**config.mk**
```make
export PLATFORM = sky130hd
export DESIGN_NAME = tpsc_shared_prescaler
export DESIGN_NICKNAME = d
export VERILOG_FILES = /design/src/rtl/tpsc_pkg.sv /design/src/rtl/tpsc_ctl_reg.sv /design/src/rtl/tpsc_divider.sv /design/src/rtl/tpsc_pin_edge.sv /design/src/rtl/tpsc_tick_mux.sv /design/src/rtl/tpsc_shared_prescaler.sv
export SDC_FILE = /design/constraint.sdc
export NUM_CORES = 1
export LEC_CHECK = 0
export ABC_CLOCK_PERIOD_IN_PS = 3990
export BUFFER_PORTS_ARGS = -buffer_cell sky130_fd_sc_hd__buf_2
export CORE_MARGIN = 5
export CORE_UTILIZATION = 53
export CTS_CLUSTER_SIZE = 12
export DETAILED_ROUTE_END_ITERATION = 16
export PLACE_DENSITY = 0.81
export SYNTH_ARGS = -nofsm -noshare
export SYNTH_HDL_FRONTEND = slang
export SYNTH_SLANG_ARGS = --single-unit
```
**constraint.sdc**
```tcl
create_clock -name clk -period 3.99 [get_ports clk]
set_input_delay 0.1995 -clock clk [delete_from_list [all_inputs] [get_ports clk]]
set_output_delay 0.1995 -clock clk [all_outputs]
set_load 0.1 [all_outputs]
```
**src/rtl/tpsc_pkg.sv**
```systemverilog
// Shared constants and the tick-source encoding for the timer prescaler.
// Assumes the four divided taps are ordered from the finest to the coarsest ratio.
package tpsc_pkg;

    localparam int TAP_COUNT  = 4;
    localparam int TAP_LOG2 [TAP_COUNT] = '{3, 6, 8, 10};
    localparam int DIV_W      = TAP_LOG2[TAP_COUNT-1];
    localparam int TAP_IDX_W  = $clog2(TAP_COUNT);
    localparam int SEL_W      = 3;
    localparam int REG_W      = 8;
    localparam int STROBE_BIT = 0;
    localparam int RO_BIT     = 4;
    localparam int SYNC_DEPTH = 2;

    typedef enum logic [SEL_W-1:0] {
        CS_OFF      = 3'd0,
        CS_SYS      = 3'd1,
        CS_TAP0     = 3'd2,
        CS_TAP1     = 3'd3,
        CS_TAP2     = 3'd4,
        CS_TAP3     = 3'd5,
        CS_PIN_FALL = 3'd6,
        CS_PIN_RISE = 3'd7
    } clk_sel_e;

endpackage

```
**src/rtl/tpsc_ctl_reg.sv**
```systemverilog
// Control register for the prescaler. A write stores the read/write bits and
// arms a one-cycle clear strobe when the strobe bit is one. The strobe bit and
// the read-only bit are never stored, so they always read zero.
// Assumes one write per cycle at most.
module tpsc_ctl_reg
    import tpsc_pkg::*;
#(
    parameter int W      = REG_W,
    parameter int SB_BIT = STROBE_BIT,
    parameter int RO_POS = RO_BIT
) (
    input  logic         clk,
    input  logic         rst_n,
    input  logic         wr_en_i,
    input  logic [W-1:0] wdata_i,
    output logic [W-1:0] rdata_o,
    output logic         clr_strobe_o
);

    localparam logic [W-1:0] RW_MASK = ~((W'(1) << SB_BIT) | (W'(1) << RO_POS));

    logic [W-1:0] store_q;
    logic         strobe_q;

    // Keep the plain storage bits.
    always_ff @(posedge clk) begin
        if (!rst_n)       store_q <= '0;
        else if (wr_en_i) store_q <= wdata_i & RW_MASK;
    end

    // Arm the clear strobe for exactly one cycle after a write of one.
    always_ff @(posedge clk) begin
        if (!rst_n) strobe_q <= 1'b0;
        else        strobe_q <= wr_en_i & wdata_i[SB_BIT];
    end

    assign rdata_o      = store_q & RW_MASK;
    assign clr_strobe_o = strobe_q;

endmodule

```
**src/rtl/tpsc_divider.sv**
```systemverilog
// Free-running divider chain shared by both timers. Each tap is a single-cycle
// enable raised when the low TAP_LOG2[g] bits of the count are all ones.
// A clear cycle suppresses every tap and the count is zero on the next cycle.
module tpsc_divider
    import tpsc_pkg::*;
(
    input  logic                 clk,
    input  logic                 rst_n,
    input  logic                 clr_i,
    output logic [TAP_COUNT-1:0] tap_en_o
);

    logic [DIV_W-1:0] cnt_q;

    // Advance the count, or restart it on a clear.
    always_ff @(posedge clk) begin
        if (!rst_n)     cnt_q <= '0;
        else if (clr_i) cnt_q <= '0;
        else            cnt_q <= cnt_q + 1'b1;
    end

    for (genvar g = 0; g < TAP_COUNT; g++) begin : g_tap
        localparam int L = TAP_LOG2[g];
        assign tap_en_o[g] = !clr_i && (&cnt_q[L-1:0]);
    end

endmodule

```
**src/rtl/tpsc_pin_edge.sv**
```systemverilog
// Synchronizes one asynchronous pin into the system clock and flags its edges.
// Assumes each pin phase lasts longer than one system clock period.
// The edge flags are one cycle wide and follow the pin by DEPTH cycles.
module tpsc_pin_edge
    import tpsc_pkg::*;
#(
    parameter int DEPTH = SYNC_DEPTH
) (
    input  logic clk,
    input  logic rst_n,
    input  logic pin_i,
    output logic rise_o,
    output logic fall_o
);

    logic [DEPTH-1:0] sync_q;
    logic             last_q;
    logic             level;

    assign level = sync_q[DEPTH-1];

    // Move the pin through the synchronizer stages.
    always_ff @(posedge clk) begin
        if (!rst_n) sync_q <= '0;
        else        sync_q <= {sync_q[DEPTH-2:0], pin_i};
    end

    // Remember the previous synchronized level for edge detection.
    always_ff @(posedge clk) begin
        if (!rst_n) last_q <= 1'b0;
        else        last_q <= level;
    end

    assign rise_o = level & ~last_q;
    assign fall_o = ~level & last_q;

endmodule

```
**src/rtl/tpsc_tick_mux.sv**
```systemverilog
// Chooses one timer's tick from the shared taps, the system tick or its own
// pin edges according to the 3-bit source code.
module tpsc_tick_mux
    import tpsc_pkg::*;
(
    input  clk_sel_e             sel_i,
    input  logic [TAP_COUNT-1:0] tap_en_i,
    input  logic                 rise_i,
    input  logic                 fall_i,
    output logic                 tick_o
);

    logic [TAP_IDX_W-1:0] tap_idx;

    // Decode the source code into a single tick enable.
    always_comb begin
        tap_idx = TAP_IDX_W'(sel_i - CS_TAP0);
        case (sel_i)
            CS_OFF:      tick_o = 1'b0;
            CS_SYS:      tick_o = 1'b1;
            CS_PIN_FALL: tick_o = fall_i;
            CS_PIN_RISE: tick_o = rise_i;
            default:     tick_o = tap_en_i[tap_idx];
        endcase
    end

endmodule

```
**src/rtl/tpsc_shared_prescaler.sv**
```systemverilog
// Top of the shared prescaler: one control register, one divider chain and,
// per timer, a pin edge detector and a tick source multiplexer.
// Assumes the pins are asynchronous and slower than half the system clock.
module tpsc_shared_prescaler
    import tpsc_pkg::*;
(
    input  logic             clk,
    input  logic             rst_n,
    input  logic             ctl_wr_en,
    input  logic [REG_W-1:0] ctl_wdata,
    output logic [REG_W-1:0] ctl_rdata,
    input  logic [SEL_W-1:0] t0_sel,
    input  logic [SEL_W-1:0] t1_sel,
    input  logic             t0_pin,
    input  logic             t1_pin,
    output logic             t0_tick,
    output logic             t1_tick
);

    localparam int N_TMR = 2;

    logic                 div_clr;
    logic [TAP_COUNT-1:0] tap_en;
    logic [N_TMR-1:0]     pins;
    logic [N_TMR-1:0]     ticks;
    clk_sel_e             sels [N_TMR];

    assign pins    = {t1_pin, t0_pin};
    assign sels[0] = clk_sel_e'(t0_sel);
    assign sels[1] = clk_sel_e'(t1_sel);

    tpsc_ctl_reg u_ctl (
        .clk          (clk),
        .rst_n        (rst_n),
        .wr_en_i      (ctl_wr_en),
        .wdata_i      (ctl_wdata),
        .rdata_o      (ctl_rdata),
        .clr_strobe_o (div_clr)
    );

    tpsc_divider u_div (
        .clk      (clk),
        .rst_n    (rst_n),
        .clr_i    (div_clr),
        .tap_en_o (tap_en)
    );

    for (genvar t = 0; t < N_TMR; t++) begin : g_tmr
        logic rise, fall;

        tpsc_pin_edge u_edge (
            .clk    (clk),
            .rst_n  (rst_n),
            .pin_i  (pins[t]),
            .rise_o (rise),
            .fall_o (fall)
        );

        tpsc_tick_mux u_mux (
            .sel_i    (sels[t]),
            .tap_en_i (tap_en),
            .rise_i   (rise),
            .fall_i   (fall),
            .tick_o   (ticks[t])
        );
    end

    assign t0_tick = ticks[0];
    assign t1_tick = ticks[1];

endmodule

```
==> results.py, run 1 <==
metrics = {
    "final_layout": {
        "area_growth_pct": 15.7,
        "post-route-util_pct": 66.2,
        "antennaDiodeCount": 0,
        "fin_nets": 154,
        "drive_gt1_share_pct": 22.7,
        "fillCellCount": 171,
    },
    "global_route": {
        "antenna_found_initial": 0,
        "grt_pass1_wl_um": 3510,
        "grt_util_all_layers_pct": 17.0,
        "overflow": 0,
        "grt_pass1_vias": 834,
        "grt_max_degree": 15,
    },
    "die": {
        "core-area_um2": 1780,
        "ios": 29,
        "row_count": 15,
        "die_w_um": 53.9,
        "initial_utilization_pct": 57.2,
        "die-area_um2": 2900,
        "die_h_um": 53.9,
    },
    "logic_synthesis": {
        "ys_types": 31,
        "ys_ff_latch": 23,
        "netlist_top_cells_area": "dfxtp_1 45%, mux2i_1 5.9%, and2_1 3.7%, nor2b_1 3.7%, inv_1 2.6%",
        "yosys_warnings": 0,
        "yosysSeqAreaShare_pct": 45.2,
        "yosysTopAreaCell": "dfxtp_1",
        "synthCells": 107,
        "synth_top_area_share_pct": 45.2,
        "synthesis.area_um2": 1020,
        "postSynthAreaPerCell_um2": 9.53,
    },
    "status": {
        "outcome": "completed",
    },
    "clock_network": {
        "root_buffer": "clkbuf_4",
        "clock_latency_ns": 0.31,
        "post_cts_resized": 0,
        "htree_levels": 1,
        "cts.reportedPaths.clkPinSlew_ns": 0.12,
        "cts_setup_buffers": 0,
        "cts_buffers": 3,
        "cts_tree": "built",
        "clock_sinks": 23,
        "cts_hold_buffers": 0,
        "cts_buffer_depth": 2,
    },
    "routing": {
        "viasPerCell": 5.44,
        "wl_per_cell_um": 13.3,
        "firstDrtPassIters": 4,
        "drtIter0Drc": 15,
        "drc": 0,
        "final_antenna_net_count": 0,
        "via_count": 854,
        "wl_um": 2090,
    },
    "sta": {
        "finalSetupViolations": 0,
        "finalClockSkew_ns": 0.00239,
        "setup_tns_ns": 0,
        "drv_slew": 0,
        "hold_violations": 0,
        "fin_crit_sh_pct": 61.6,
        "fmax_mhz": 407,
        "fin_crit_ns": 2.46,
        "rsz0062_at_grt": "false",
    },
    "pwr": {
        "powerDensity_nw_per_um2": 370,
        "p_leak_nw": 0.516,
        "ir_worst_vdd_mv": 0.255,
    },
    "run": {
        "max_cap_violations": 0,
    },
    "placement": {
        "hpwl_um": 1620,
        "place.gp.congestion": 0.790,
        "io_buffer_count": 25,
    },
    "critical_path": {
        "crit_required_ns": 3.79,
        "critPathLaunchType": "flip-flop",
        "crit_path_max_fanout": 8,
        "reg2reg_slack_ns": 2.47,
        "arrival_ns": 2.26,
        "cp-end-kind": "output pin",
        "path_class": "reg2out",
    },
    "worst_hold_path": {
        "hold_path_class": "in2reg",
    },
}
==> layout make-up <==
class / instances / area, um^2 / share of cell area, %
timing repair buffer: 25 / 125 / 10.6
tap: 25 / 31.3 / 2.65
inverter: 7 / 26.3 / 2.23
sequential: 23 / 460 / 39.0
clock buffer: 4 / 26.3 / 2.23
multi-input combinational: 73 / 510 / 43.3
==> metrics by stage <==
step	std cells	instance area [um^2]	hold slack, ns	setup slack [ns]	total power [mW]
3_3_place_gp	153	1150	0.404	1.97	0.333
4_1_cts	157	1180	0.0781	1.53	0.442
3_5_place_dp	153	1150	0.410	1.91	0.336
6_report	157	1180	0.0920	1.53	0.437
5_1_grt	157	1180	0.0950	1.35	0.461
2_1_floorplan	108	1020	0.327	1.97	0.318
==> cell usage in the layout (no fill, tap or decap), types with 3 or more instances in the layout <==
cell type and instances:
buf_2 25, a21oi_1 5, inv_1 7, o21ai_0 3, nand2b_1 4, and2_1 6, mux2i_1 6, nand3_1 3
dfxtp_1 23, nor2_1 5, nor2b_1 6, clkbuf_4 3
==> synth_stat cells, drive strengths merged <==
library cell and number:
and3 1, or4 2, o2111ai 2, clkbuf 3, nor2b 6, xor2 2
inv 7, nand2b 4, dfxtp 23, nand2 2, nand3b 2, a2bb2oi 2
a21oi 5, or3 3, conb 1, ha 2, a221oi 2, mux2i 6
nand4b 2, nand3 4, nor2 5, o21ai 3, buf 2, o211a 2
and3b 2, nand4 2, o31ai 2, o311ai 2, and2 6
==> report_power, final <==
group | internal [mW] | switching [mW] | leakage (nW)
clock | 0.0390 | 0.0670 | 0.0150
sequential | 0.238 | 0.00548 | 0.188
combinational | 0.0217 | 0.0650 | 0.312
total | 0.299 | 0.138 | 0.516
==> metal layers <==
metal	GRT usage, %	share of wire [%]	up-vias
met5	0	0	-
met4	10.2	1.6	0
met3	4.43	7.9	4
met2	29.6	50	32
met1	18.1	40	389
li1	-	-	429
==> critical path: stages, from the launching register on <==
cell	delay, ns
dfxtp_1	0.39
ha_1	0.20
nand4_1	0.29
o311ai_0	0.45
o211a_1	0.20
buf_2	0.42
==> final timing paths <==
check,start,to,cells after the start
hold / removal,t1_pin,g_tmr[1].u_edge.sync_q[0]$_SDFF_PN0_,2
hold reg to reg,g_tmr[1].u_edge.sync_q[0]$_SDFF_PN0_,g_tmr[1].u_edge.sync_q[1]$_SDFF_PN0_,1
setup / recovery,u_div.cnt_q[0]$_SDFF_PP0_,t1_tick,5
setup reg to reg,u_div.cnt_q[0]$_SDFF_PP0_,u_div.cnt_q[8]$_SDFF_PP0_,4
==> flip-flops by register name, indices dropped and copies added (netlist names) <==
name                 flops
g_tmr.u_edge.sync_q      4
u_ctl.clr_strobe_o       1
u_div.cnt_q             10
u_ctl.store_q            6
g_tmr.u_edge.last_q      2
==> kinds of logic after synthesis <==
kind of cell | count (synthesis) | synth area share, %
adder cells (fa/ha/maj) | 2 | 2.45
AO/OA/AOI/OAI | 20 | 14.2
multiplexers | 6 | 5.89
XOR/XNOR | 2 | 1.72
flip-flops | 23 | 45.2
AND/OR/NAND/NOR | 41 | 25.0
buffers and inverters | 12 | 5.15
other | 1 | 0.368
Power figures use the tool's default switching activity.
==> run 2: changes to the inputs <==
--- a/config.mk
+++ b/config.mk
@@ -5,13 +5,14 @@
 export SDC_FILE = /design/constraint.sdc
 export NUM_CORES = 1
 export LEC_CHECK = 0
-export ABC_CLOCK_PERIOD_IN_PS = 3990
+export ABC_AREA = 1
+export ABC_CLOCK_PERIOD_IN_PS = 2100
 export BUFFER_PORTS_ARGS = -buffer_cell sky130_fd_sc_hd__buf_2
 export CORE_MARGIN = 5
-export CORE_UTILIZATION = 53
+export CORE_UTILIZATION = 45
 export CTS_CLUSTER_SIZE = 12
 export DETAILED_ROUTE_END_ITERATION = 16
-export PLACE_DENSITY = 0.81
+export PLACE_DENSITY = 0.73
 export SYNTH_ARGS = -nofsm -noshare
 export SYNTH_HDL_FRONTEND = slang
 export SYNTH_SLANG_ARGS = --single-unit
==> constraint.sdc (replaced) <==
create_clock -name clk -period 2.1 [get_ports clk]
set_input_delay 0.105 -clock clk [delete_from_list [all_inputs] [get_ports clk]]
set_output_delay 0.105 -clock clk [all_outputs]
set_load 0.1 [all_outputs]
==> run 2 against run 1 <==
Final area rose by 8.3%. Die area is 18% higher. Synthesized cell count rose by 41%. Synthesized area grew 4.3%. First-iteration DRC count grew 47%. Non-clock buffer count up 3. Clock skew barely moved. Critical path depth increased by 4. Highest routed layer unchanged. Critical path type unchanged. Flip-flop and latch count unchanged.
==> results.py, run 2 <==
metrics = {
    "status": {
        "outcome": "completed",
    },
    "clock_network": {
        "cts_buffer_depth": 2,
        "cts_tree": "built",
        "htree_levels": 1,
        "cts.reportedPaths.clkPinSlew_ns": 0.12,
        "clock_latency_ns": 0.30,
        "clock_sinks": 23,
        "cts_buffers": 3,
        "root_buffer": "clkbuf_4",
    },
    "die": {
        "die_h_um": 58.6,
        "die_w_um": 58.6,
        "initial_utilization_pct": 47.6,
        "core-area_um2": 2230,
        "row_count": 17,
        "ios": 29,
        "die-area_um2": 3440,
    },
    "final_layout": {
        "layout.cells.non_filler": 209,
        "final_cell_mix": "35 x nand2_1, 25 x nor2_1, 24 x inv_1",
        "fin_nets": 203,
        "top_register": "u_div.cnt_q",
        "final_common_cell": "nand2_1",
        "antennaDiodeCount": 0,
        "largest_reg_flops": 10,
        "drive_gt1_share_pct": 22.7,
        "top_regs": "u_div.cnt_q: 10 flops, u_ctl.store_q: 6 flops, g_tmr.u_edge.sync_q: 4 flops",
        "area_growth_pct": 20.1,
    },
    "logic_synthesis": {
        "ys.flop_type": "dfxtp_1",
        "synth.most_common_cell": "nand2_1",
        "synthTopCellsByCount": "35 x nand2_1, 25 x nor2_1, 24 x inv_1",
        "synthesis.area_um2": 1060,
        "yosys_warnings": 0,
        "synth-edff-count": 0,
        "yosysSeqAreaShare_pct": 43.3,
        "yosysTopAreaCell": "dfxtp_1",
        "ys_ff_latch": 23,
        "ys_types": 21,
        "netlist_top_cells_area": "dfxtp_1 43%, nand2_1 12%, nor2_1 8.8%, inv_1 8.5%, o21ai_0 4.7%",
        "synth_top_area_share_pct": 43.3,
        "postSynthAreaPerCell_um2": 7.04,
        "ys_async_sr_fraction_pct": 0,
        "synthCells": 151,
    },
    "pwr": {
        "ir_worst_vdd_mv": 0.538,
        "p_leak_nw": 0.642,
        "powerDensity_nw_per_um2": 677,
        "p_total_uw": 865,
    },
    "placement": {
        "place_inst": 202,
        "hpwl_um": 1760,
        "place.gp.congestion": 0.771,
        "io_buffer_count": 25,
    },
    "sta": {
        "finalSetupViolations": 0,
        "drv_slew": 0,
        "hold_violations": 0,
        "holdWs_ns": 0.0126,
        "fin_crit_ns": 1.92,
        "fin_crit_sh_pct": 91.2,
        "fmax_mhz": 522,
        "setup_tns_ns": 0,
        "rsz0062_at_grt": "false",
        "finalClockSkew_ns": 0.00246,
    },
    "critical_path": {
        "critPathLaunchType": "flip-flop",
        "crit_path_max_fanout": 3,
        "arrival_ns": 1.81,
        "cp-end-kind": "output pin",
        "crit_required_ns": 2.00,
        "path_class": "reg2out",
    },
    "routing": {
        "firstDrtPassIters": 4,
        "drc": 0,
        "via_count": 989,
        "final_antenna_net_count": 0,
        "drtIter0Drc": 22,
        "wl_um": 2170,
        "viasPerCell": 4.73,
        "wl_per_cell_um": 10.4,
    },
    "global_route": {
        "grt_pass1_vias": 958,
        "grt_pass1_wl_um": 3930,
        "antenna_found_initial": 0,
        "overflow": 0,
        "grt_max_degree": 14,
        "grt_util_all_layers_pct": 14.4,
    },
    "worst_hold_path": {
        "hold_path_class": "in2reg",
    },
    "run": {
        "max_cap_violations": 0,
    },
}
[run 2: through the flow]
step,utilization [%],cell area (um^2),worst slack [ns]
after floorplan,-,1070,0.168
after global placement,54.1,1210,0.401
after detailed placement,54.1,1210,0.335
after CTS,56.9,1270,0.104
after global routing,57.2,1280,0.0229
final,57.2,1280,0.184
[run 2: worst paths after layout]
check | start | endpoint | slack (ns) | cells past startpoint
max reg2reg | u_div.cnt_q[0]$_SDFF_PP0_ | u_div.cnt_q[8]$_SDFF_PP0_ | 0.92 | 5
max | u_div.cnt_q[0]$_SDFF_PP0_ | t0_tick | 0.18 | 9
min | ctl_wdata[5] | u_ctl.store_q[5]$_SDFFE_PN0P_ | 0.01 | 3
min reg2reg | g_tmr[0].u_edge.sync_q[0]$_SDFF_PN0_ | g_tmr[0].u_edge.sync_q[1]$_SDFF_PN0_ | 0.43 | 2
[run 2: area by class of cell]
cell class,instances,area (um^2)
Tap cell,28,35.0
Sequential cell,23,460
Fill cell,201,956
Clock inverter,1,5.00
Inverter,26,97.6
Multi-Input combinational cell,100,489
Clock buffer,3,22.5
Timing Repair Buffer,28,168
[run 2: critical path, stage by stage (launching register included)]
cell	delay (ns)
dfxtp_1	0.39
ha_1	0.22
ha_1	0.16
inv_1	0.04
nor2_1	0.15
a21oi_1	0.09
nand2_1	0.06
nand2_1	0.06
a21oi_2	0.11
buf_6	0.23
[run 2: kinds of logic (layout without fill, tap and decap cells)]
| group | count (synthesis) | in the layout | synth area share [%] |
|---|---|---|---|
| buf+inv | 29 | 58 | 11.1 |
| flops | 23 | 23 | 43.3 |
| fa+ha+maj | 2 | 2 | 2.35 |
| compound gates | 22 | 22 | 11.3 |
| other cells | 1 | 2 | 0.353 |
| simple gates | 73 | 73 | 30.8 |
| xor+xnor | 1 | 1 | 0.824 |
[run 2: layer usage]
layer,vias up,track usage (%),routed length [um]
li1,520,-,-
met1,438,15.3,939
met2,27,27.6,1080
met3,4,2.85,131
met4,0,5.50,24
met5,-,0,0
[run 2: what timing repair did]
action,CTS,global route
setup buffers,0,0
endpoints found under the setup margin,2,2
hold buffers,3,0
gates resized for setup,2,2
pin swaps,0,0
hold endpoints to repair,3,0
[run 2: power by group]
group	switching (mW)	internal (mW)	total, mW	leakage (nW)
logic	0.152	0.0492	0.202	0.435
registers	0.0103	0.454	0.465	0.189
clock network	0.128	0.0711	0.199	0.0177
